<file path="src/rtl/spwm5_pkg.sv">
package spwm5_pkg;

  localparam int FRAC    = 12;            // fractional bits of one carrier band
  localparam int SECTORS = 48;            // sine sectors per turn
  localparam int QSECT   = SECTORS / 4;   // sectors per quarter wave
  localparam int MAG_W   = 15;            // sine magnitude width (Q15)

  typedef logic signed [2:0] lvl_t;

  // quarter-wave magnitude at sector midpoints, round(32767*sin((2a+1)*pi/48))
  function automatic logic [MAG_W-1:0] qsin(input logic [3:0] a);
    logic [MAG_W-1:0] m;
    case (a)
      4'd0:    m = 15'd2143;
      4'd1:    m = 15'd6393;
      4'd2:    m = 15'd10533;
      4'd3:    m = 15'd14492;
      4'd4:    m = 15'd18204;
      4'd5:    m = 15'd21605;
      4'd6:    m = 15'd24636;
      4'd7:    m = 15'd27245;
      4'd8:    m = 15'd29388;
      4'd9:    m = 15'd31028;
      4'd10:   m = 15'd32137;
      default: m = 15'd32697;
    endcase
    return m;
  endfunction

endpackage

</file>
<file path="src/rtl/spwm5_phase_acc.sv">
module spwm5_phase_acc #(
  parameter int PW  = 16,
  parameter int MOD = 49152
) (
  input  logic          clk,
  input  logic          rst_n,
  input  logic          en,
  input  logic [PW-1:0] inc,
  output logic [PW-1:0] ph_a,
  output logic [PW-1:0] ph_b,
  output logic [PW-1:0] ph_c
);
  localparam int THIRD = MOD / 3;

  if (MOD % 3 != 0) begin : g_bad_mod
    $error("phase modulus must divide by three");
  end

  logic [PW-1:0] ph_q, ph_nx;

  function automatic logic [PW-1:0] wrap_add(input logic [PW-1:0] a, input logic [PW:0] b);
    logic [PW:0] s;
    s = (PW+1)'(a) + b;
    if (s >= (PW+1)'(MOD)) s = s - (PW+1)'(MOD);
    return s[PW-1:0];
  endfunction

  always_comb begin
    ph_nx = ph_q;
    if (en) ph_nx = wrap_add(ph_q, (PW+1)'(inc));
  end

  always_ff @(posedge clk or negedge rst_n) begin
    if (!rst_n) ph_q <= '0;
    else        ph_q <= ph_nx;
  end

  assign ph_a = ph_q;
  assign ph_b = wrap_add(ph_q, (PW+1)'(THIRD));
  assign ph_c = wrap_add(ph_q, (PW+1)'(2 * THIRD));

  AST_PHASE_RANGE: assert property (@(posedge clk) disable iff (!rst_n)
    ph_q < PW'(MOD));
  AST_PHASE_HOLD: assert property (@(posedge clk) disable iff (!rst_n)
    !en |=> $stable(ph_q));
endmodule

</file>
<file path="src/rtl/spwm5_carrier.sv">
module spwm5_carrier #(
  parameter int CW = 12
) (
  input  logic          clk,
  input  logic          rst_n,
  input  logic          en,
  input  logic [CW-1:0] half,
  output logic [CW-1:0] cnt,
  output logic [CW-1:0] heff
);
  logic [CW-1:0] cnt_q, cnt_nx;
  logic          up_q, up_nx;

  assign heff = (half == '0) ? CW'(1) : half;

  always_comb begin
    cnt_nx = cnt_q;
    up_nx  = up_q;
    if (en) begin
      if (up_q) begin
        if ((CW+1)'(cnt_q) + 1'b1 >= (CW+1)'(heff)) begin
          cnt_nx = heff;
          up_nx  = 1'b0;
        end else begin
          cnt_nx = cnt_q + 1'b1;
        end
      end else begin
        if (cnt_q <= CW'(1)) begin
          cnt_nx = '0;
          up_nx  = 1'b1;
        end else begin
          cnt_nx = cnt_q - 1'b1;
        end
      end
    end
  end

  always_ff @(posedge clk or negedge rst_n) begin
    if (!rst_n) begin
      cnt_q <= '0;
      up_q  <= 1'b1;
    end else begin
      cnt_q <= cnt_nx;
      up_q  <= up_nx;
    end
  end

  assign cnt = cnt_q;

  AST_CARRIER_HOLD: assert property (@(posedge clk) disable iff (!rst_n)
    !en |=> $stable(cnt_q));
  AST_CARRIER_STEP: assert property (@(posedge clk) disable iff (!rst_n)
    (en && cnt_q > '0 && cnt_q < heff) |=>
      (cnt_q == $past(cnt_q) + 1'b1 || cnt_q == $past(cnt_q) - 1'b1));
endmodule

</file>
<file path="src/rtl/spwm5_sine_ref.sv">
module spwm5_sine_ref
  import spwm5_pkg::*;
#(
  parameter int PW = 16,
  parameter int AW = 14,
  parameter int RW = 16
) (
  input  logic [PW-1:0]        ph,
  input  logic [AW-1:0]        amp,
  output logic signed [RW-1:0] ref_o
);
  localparam int SW    = 6;
  localparam int FULL  = 1 << (FRAC + 1);
  localparam int PRODW = AW + MAG_W;

  logic [SW-1:0]    sec, idx;
  logic             neg;
  logic [AW-1:0]    ampc;
  logic [MAG_W-1:0] mag;
  logic [PRODW-1:0] prod;
  logic [AW-1:0]    scaled;

  assign sec = ph[PW-1 -: SW];

  always_comb begin
    if (sec < SW'(QSECT)) begin
      idx = sec;                     neg = 1'b0;
    end else if (sec < SW'(2 * QSECT)) begin
      idx = SW'(2 * QSECT - 1) - sec; neg = 1'b0;
    end else if (sec < SW'(3 * QSECT)) begin
      idx = sec - SW'(2 * QSECT);     neg = 1'b1;
    end else begin
      idx = SW'(4 * QSECT - 1) - sec; neg = 1'b1;
    end
  end

  always_comb begin
    ampc = (amp > AW'(FULL)) ? AW'(FULL) : amp;
    mag  = qsin(idx[3:0]);
    prod = PRODW'(ampc) * PRODW'(mag);
    scaled = prod[PRODW-1 -: AW];
    ref_o  = neg ? -$signed(RW'(scaled)) : $signed(RW'(scaled));
  end
endmodule

</file>
<file path="src/rtl/spwm5_level_cmp.sv">
module spwm5_level_cmp
  import spwm5_pkg::*;
#(
  parameter int RW  = 16,
  parameter int CW  = 12,
  parameter int PRW = 32
) (
  input  logic signed [RW-1:0] ref_i,
  input  logic [CW-1:0]        cnt,
  input  logic [CW-1:0]        heff,
  output lvl_t                 lvl
);
  logic signed [PRW-1:0] lhs, c_lo, c_hi;
  int sum;

  always_comb begin
    lhs  = $signed(PRW'(ref_i)) * $signed(PRW'(heff));
    c_lo = $signed(PRW'(cnt) << FRAC);
    c_hi = $signed((PRW'(cnt) + PRW'(heff)) << FRAC);
    sum  = int'(lhs > c_lo) + int'(lhs > c_hi) - int'(lhs < -c_lo) - int'(lhs < -c_hi);
    lvl  = lvl_t'(sum);
  end
endmodule

</file>
<file path="src/rtl/spwm5_gen.sv">
module spwm5_gen
  import spwm5_pkg::*;
#(
  parameter int PW  = 16,
  parameter int AW  = 14,
  parameter int CW  = 12,
  parameter int MOD = 49152
) (
  input  logic          clk,
  input  logic          rst_n,
  input  logic          en,
  input  logic [AW-1:0] amp,
  input  logic [PW-1:0] freq_inc,
  input  logic [CW-1:0] car_half,
  output logic [2:0]    lvl_a,
  output logic [2:0]    lvl_b,
  output logic [2:0]    lvl_c
);
  localparam int RW     = AW + 2;
  localparam int NPHASE = 3;

  logic rs1, rs2;
  always_ff @(posedge clk or negedge rst_n) begin
    if (!rst_n) begin
      rs1 <= 1'b0;
      rs2 <= 1'b0;
    end else begin
      rs1 <= 1'b1;
      rs2 <= rs1;
    end
  end

  logic [PW-1:0] ph [NPHASE];
  logic [CW-1:0] cnt, heff;

  spwm5_phase_acc #(.PW(PW), .MOD(MOD)) u_phase (
    .clk(clk), .rst_n(rs2), .en(en), .inc(freq_inc),
    .ph_a(ph[0]), .ph_b(ph[1]), .ph_c(ph[2])
  );

  spwm5_carrier #(.CW(CW)) u_carrier (
    .clk(clk), .rst_n(rs2), .en(en), .half(car_half),
    .cnt(cnt), .heff(heff)
  );

  lvl_t lvl_d [NPHASE];
  lvl_t lvl_nx [NPHASE];
  lvl_t lvl_q [NPHASE];

  for (genvar p = 0; p < NPHASE; p++) begin : g_phase
    logic signed [RW-1:0] ref_v;
    spwm5_sine_ref #(.PW(PW), .AW(AW), .RW(RW)) u_ref (
      .ph(ph[p]), .amp(amp), .ref_o(ref_v)
    );
    spwm5_level_cmp #(.RW(RW), .CW(CW)) u_cmp (
      .ref_i(ref_v), .cnt(cnt), .heff(heff), .lvl(lvl_d[p])
    );
    always_comb lvl_nx[p] = en ? lvl_d[p] : lvl_q[p];
    always_ff @(posedge clk or negedge rs2) begin
      if (!rs2) lvl_q[p] <= '0;
      else      lvl_q[p] <= lvl_nx[p];
    end
  end

  assign lvl_a = lvl_q[0];
  assign lvl_b = lvl_q[1];
  assign lvl_c = lvl_q[2];

  AST_RESET_LEVELS: assert property (@(posedge clk)
    !rs2 |-> (lvl_a == '0 && lvl_b == '0 && lvl_c == '0));
  AST_LEVEL_RANGE: assert property (@(posedge clk) disable iff (!rs2)
    ($signed(lvl_a) >= -3'sd2 && $signed(lvl_b) >= -3'sd2 && $signed(lvl_c) >= -3'sd2));
  AST_LEVEL_HOLD: assert property (@(posedge clk) disable iff (!rs2)
    !en |=> ($stable(lvl_a) && $stable(lvl_b) && $stable(lvl_c)));
  AST_ZERO_AMP: assert property (@(posedge clk) disable iff (!rs2)
    (en && amp == '0) |=> (lvl_a == '0 && lvl_b == '0 && lvl_c == '0));
  AST_RATIO_MULT3: assert property (@(posedge clk) disable iff (!rs2)
    (en && freq_inc != '0) |-> ((MOD % (6 * int'(freq_inc) * int'(heff))) == 0));
endmodule

</file>
<file path="config.mk">
export PLATFORM = sky130hd
export DESIGN_NAME = spwm5_gen
export DESIGN_NICKNAME = d
export VERILOG_FILES = /design/src/rtl/spwm5_pkg.sv /design/src/rtl/spwm5_phase_acc.sv /design/src/rtl/spwm5_carrier.sv /design/src/rtl/spwm5_sine_ref.sv /design/src/rtl/spwm5_level_cmp.sv /design/src/rtl/spwm5_gen.sv
export SDC_FILE = /design/constraint.sdc
export NUM_CORES = 2
export LEC_CHECK = 0
export CORE_MARGIN = 2
export CORE_UTILIZATION = 71
export CTS_BUF_LIST = sky130_fd_sc_hd__clkbuf_8
export CTS_CLUSTER_SIZE = 8
export DETAILED_ROUTE_END_ITERATION = 6
export PLACE_DENSITY = 0.88
export SLEW_MARGIN = 20
export SYNTH_ARGS = -nofsm -noshare
export SYNTH_HDL_FRONTEND = slang
export SYNTH_SLANG_ARGS = --single-unit
</file>
<file path="constraint.sdc">
create_clock -name clk -period 1.91 [get_ports clk]
set_input_delay 0.382 -clock clk [delete_from_list [all_inputs] [get_ports clk]]
set_output_delay 0.382 -clock clk [all_outputs]
set_load 0.01 [all_outputs]
</file>
==> flow_summary.json, run 1 <==
{
  "synth_top_area_share_pct": 37.5,
  "syn_avg_cell_area_sq_um": 8.29,
  "syn-num-nets": 8196,
  "ys.flop_type": "dfrtp_1",
  "postCtsHoldBufs": 0,
  "dp_cells": 8528,
  "die_w_microns": 278,
  "error": "[ERROR DPL-0033] detailed placement checks failed during check placement.",
  "cts_sinks": 40,
  "ys_seq_area_share_pct": 1.88,
  "post_cts_buffers": 116,
  "synth_edf_count": 0,
  "port_buffers": 53,
  "cts_resized": 424,
  "async_reset_ff_share_pct": 100,
  "yosys-top-cells-area": "fa_1, ha_1, inv_1",
  "ios": 54,
  "root_buffer": "clkbuf_8",
  "synthCells": 6415,
  "synth_seq_cells": 40,
  "yosysUniqueCellTypes": 100,
  "ys_warn_count": 0,
  "clockBufferDepth": 2,
  "failing_step": "4_1_cts",
  "h-tree-depth": 2,
  "initial_core_util_pct": 71.6,
  "synth_top_area_cell": "fa_1",
  "place_hpwl_microns": 180000,
  "gp_congestion": 1.11,
  "rows": 100,
  "die_y_microns": 278,
  "synth_area_sq_mm": 0.0532,
  "status": "stopped before the end",
  "pre_cts_slack_ns": -15.80,
  "cts_buffers": 5
}
==> Yosys cell counts (all sizes together) (8+ instances only) <==
library cell	instances
a2111oi	8
o21a	59
xor2	50
and2	276
fa	995
mux2	18
a21oi	231
nor4b	10
or2	19
clkbuf	248
buf	29
a211oi	27
a21o	103
o31ai	17
nand4	38
nor2b	62
a21boi	14
xnor2	168
and3	23
nor3	76
mux2i	30
o21bai	25
o2111ai	12
a31oi	28
o22ai	8
nand2b	90
nand3b	10
o21ai	138
o211ai	21
nand3	80
a22o	11
nand2	797
inv	1285
ha	741
nor4	28
nor2	469
dfrtp	39
or3	23
a22oi	8
o221ai	8
==> cell families after synthesis <==
kind of cell    Yosys count  share of synthesized area, %
simple gates           2027                          18.0
buf+inv                1566                          11.1
mux                      48                         0.960
fa+ha+maj              1738                          54.9
xor+xnor                218                          3.60
flops                    40                          1.88
other cells               1                       0.00705
compound gates          777                          9.56
==> per-stage QoR <==
step / instance area, sq um / setup TNS, ns / hold WS, ns
after detailed placement: 65200 / -195.16 / 0.176
after global placement: 65200 / -178.61 / 0.158
after floorplan: 54200 / -154.43 / 0.0864
==> inputs of run 2 (changes only) <==
- CORE_UTILIZATION: 71 -> 40
- CTS_BUF_LIST: sky130_fd_sc_hd__clkbuf_8 -> default
- CTS_CLUSTER_SIZE: 8 -> default
- PLACE_DENSITY: 0.88 -> default
- PLACE_DENSITY_LB_ADDON: default -> 0.15
==> flow_summary.json, run 2 <==
{
  "ios": 54,
  "clkTransAtPathRegs_ns": 0.08,
  "cp.arrival_ns": 16.66,
  "synth_common_cells": "inv_1, fa_1, nand2_1",
  "synth_seq_cells": 40,
  "final_cell_mix": "buf_4, inv_1, fa_1, nand2_1, ha_1",
  "clockBufferDepth": 2,
  "dp_cells": 9375,
  "setup_slack_ns": -14.56,
  "via_per_inst": 5.05,
  "cts_sinks": 40,
  "first_global_vias": 50900,
  "initial_core_util_pct": 40.4,
  "grt_start_max_net_pins": 57,
  "syn_avg_cell_area_sq_um": 8.29,
  "ys_seq_area_share_pct": 1.88,
  "grt_antenna_before_repair": 4,
  "fin_cells": 9538,
  "final_util_pct": 54.0,
  "die_y_microns": 369,
  "cp_max_fo": 6,
  "tightest_slew_ns": 0.740,
  "crit_type": "reg2reg",
  "status": "complete, but fails checks",
  "max_freq_ghz": 0.0607,
  "rsz0062_at_grt": "yes",
  "cts_tree": "done",
  "min_period_ns": 16.47,
  "cts_buffers": 5,
  "synth_edf_count": 0,
  "critPathSlowestCell": "xnor2_1",
  "async_reset_ff_share_pct": 100,
  "hp-class": "reg2async",
  "yosysUniqueCellTypes": 100,
  "drive_above_1_share_pct": 28.4,
  "largest_reg_flops": 16,
  "cp-startpoint": "u_phase.ph_a[14]",
  "finalSetupViolCount": 34,
  "drt-total-wl_microns": 175000,
  "synthCells": 6415,
  "yosysMostFrequentCell": "inv_1",
  "place_hpwl_microns": 151000,
  "wl_per_cell_microns": 18.3,
  "syn-num-nets": 8196,
  "timing.final.crit_share_pct": 862,
  "ff2ff_setup_slack_ns": -14.56,
  "die_w_microns": 369,
  "r2r_start": "u_phase.ph_a[14]",
  "drtIter0Drc": 2596,
  "fill_cells": 12500,
  "gp_congestion": 0.930,
  "slew_violations": 0,
  "ant_nets": 0,
  "finalHoldViolCount": 0,
  "yosys-top-cells-area": "fa_1, ha_1, inv_1",
  "vias": 48200,
  "area_growth_pct": 33.9,
  "final_common_cell": "buf_4",
  "overflow": 0,
  "ys.flop_type": "dfrtp_1",
  "cp.required_ns": 2.10,
  "synth_area_sq_mm": 0.0532,
  "drc": 0,
  "fin_worst_skew_ns": 0.0143,
  "first_pass_iters": 5,
  "synth_top_area_share_pct": 37.5,
  "ys_warn_count": 0,
  "nets": 9561,
  "h-tree-depth": 2,
  "root_buffer": "clkbuf_16",
  "critPathLaunchType": "flop",
  "slew_headroom_pct": 50.3,
  "drv_cap": 0,
  "worstSkewPairLatency_ns": 0.31,
  "violations": "negative setup slack",
  "grt_usage_pct": 26.0,
  "rows": 133,
  "synth_top_area_cell": "fa_1",
  "port_buffers": 53,
  "slowest_delay_ns": 0.60,
  "cp_common_cell": "fa_1",
  "grt_pass1_wl_microns": 279000,
  "die_area_sq_mm": 0.136,
  "coreArea_sq_mm": 0.132,
  "end_kind": "flop",
  "timing.hold.ws_ns": 0.227
}
run 2: kinds of logic after synthesis:
kind of cell             count (synthesis)  synth area share [%]
buffers and inverters                 1566                  11.1
AND/OR/NAND/NOR                       2027                  18.0
adder cells (fa/ha/maj)               1738                  54.9
other                                    1               0.00705
multiplexers                            48                 0.960
XOR/XNOR                               218                  3.60
flip-flops                              40                  1.88
AO/OA/AOI/OAI                          777                  9.56
run 2: per-stage QoR:
| stage | setup TNS (ns) | setup slack (ns) | area, sq um |
|---|---|---|---|
| final | -170.96 | -14.56 | 71200 |
| after global routing | -179.42 | -15.18 | 71200 |
| after CTS | -170.66 | -14.57 | 69400 |
| after detailed placement | -190.58 | -15.30 | 66800 |
| after global placement | -189.68 | -15.23 | 66800 |
| after floorplan | -154.43 | -13.76 | 54200 |
run 2: path summary, 6_finish.rpt:
path | end | cells after the start
worst max-delay path | lvl_b[2] | 69
worst min-delay path | u_phase.ph_a[7] | 0
worst max register to register | lvl_b[2] | 69
worst min register to register | u_phase.ph_a[7] | 0
max in group asynchronous | u_carrier.up_q | 1
min in group clk | rs2 | 0
run 2: routing by layer:
layer	track usage [%]	routed length, microns	vias to the layer above
met1	36.8	80400	24100
met5	0	13	-
met4	5.42	3860	2
li1	-	-	22800
met3	2.53	8640	201
met2	43.0	81700	1096
run 2: final cells by class:
cell class | count | area (sq um) | share of cell area, %
clock buffers | 7 | 153 | 0.214
diodes | 2 | 5.00 | 0.00703
repair buffers | 1635 | 13100 | 18.4
multi-input cells | 4809 | 49800 | 70.0
well taps | 1755 | 2200 | 3.08
flip-flops and latches | 40 | 1010 | 1.41
clock inverters | 1 | 30.0 | 0.0422
inverters | 1289 | 4860 | 6.83
run 2: repair_timing:
action / CTS / global route
gates resized for setup: 355 / 282
pin swaps: 252 / 207
setup buffers: 92 / 69
hold buffers: 0 / 0
hold endpoints to repair: 0 / 0
endpoints found under the setup margin: 34 / 35
run 2: critical path, delay by kind of cell (launching register included):
kind | cells | cell delay, ns
adders and majority gates | 19 | 7.39
AOI/OAI and AO/OA | 17 | 3.54
buffers and inverters | 17 | 1.75
and+or+nand+nor | 11 | 1.64
xor gates and xnor gates | 2 | 0.81
muxes | 3 | 0.79
DFF | 1 | 0.44
Power of run 2 is not shown: default switching activity piles up to over one toggle a cycle in this logic, so the estimate is an artifact.
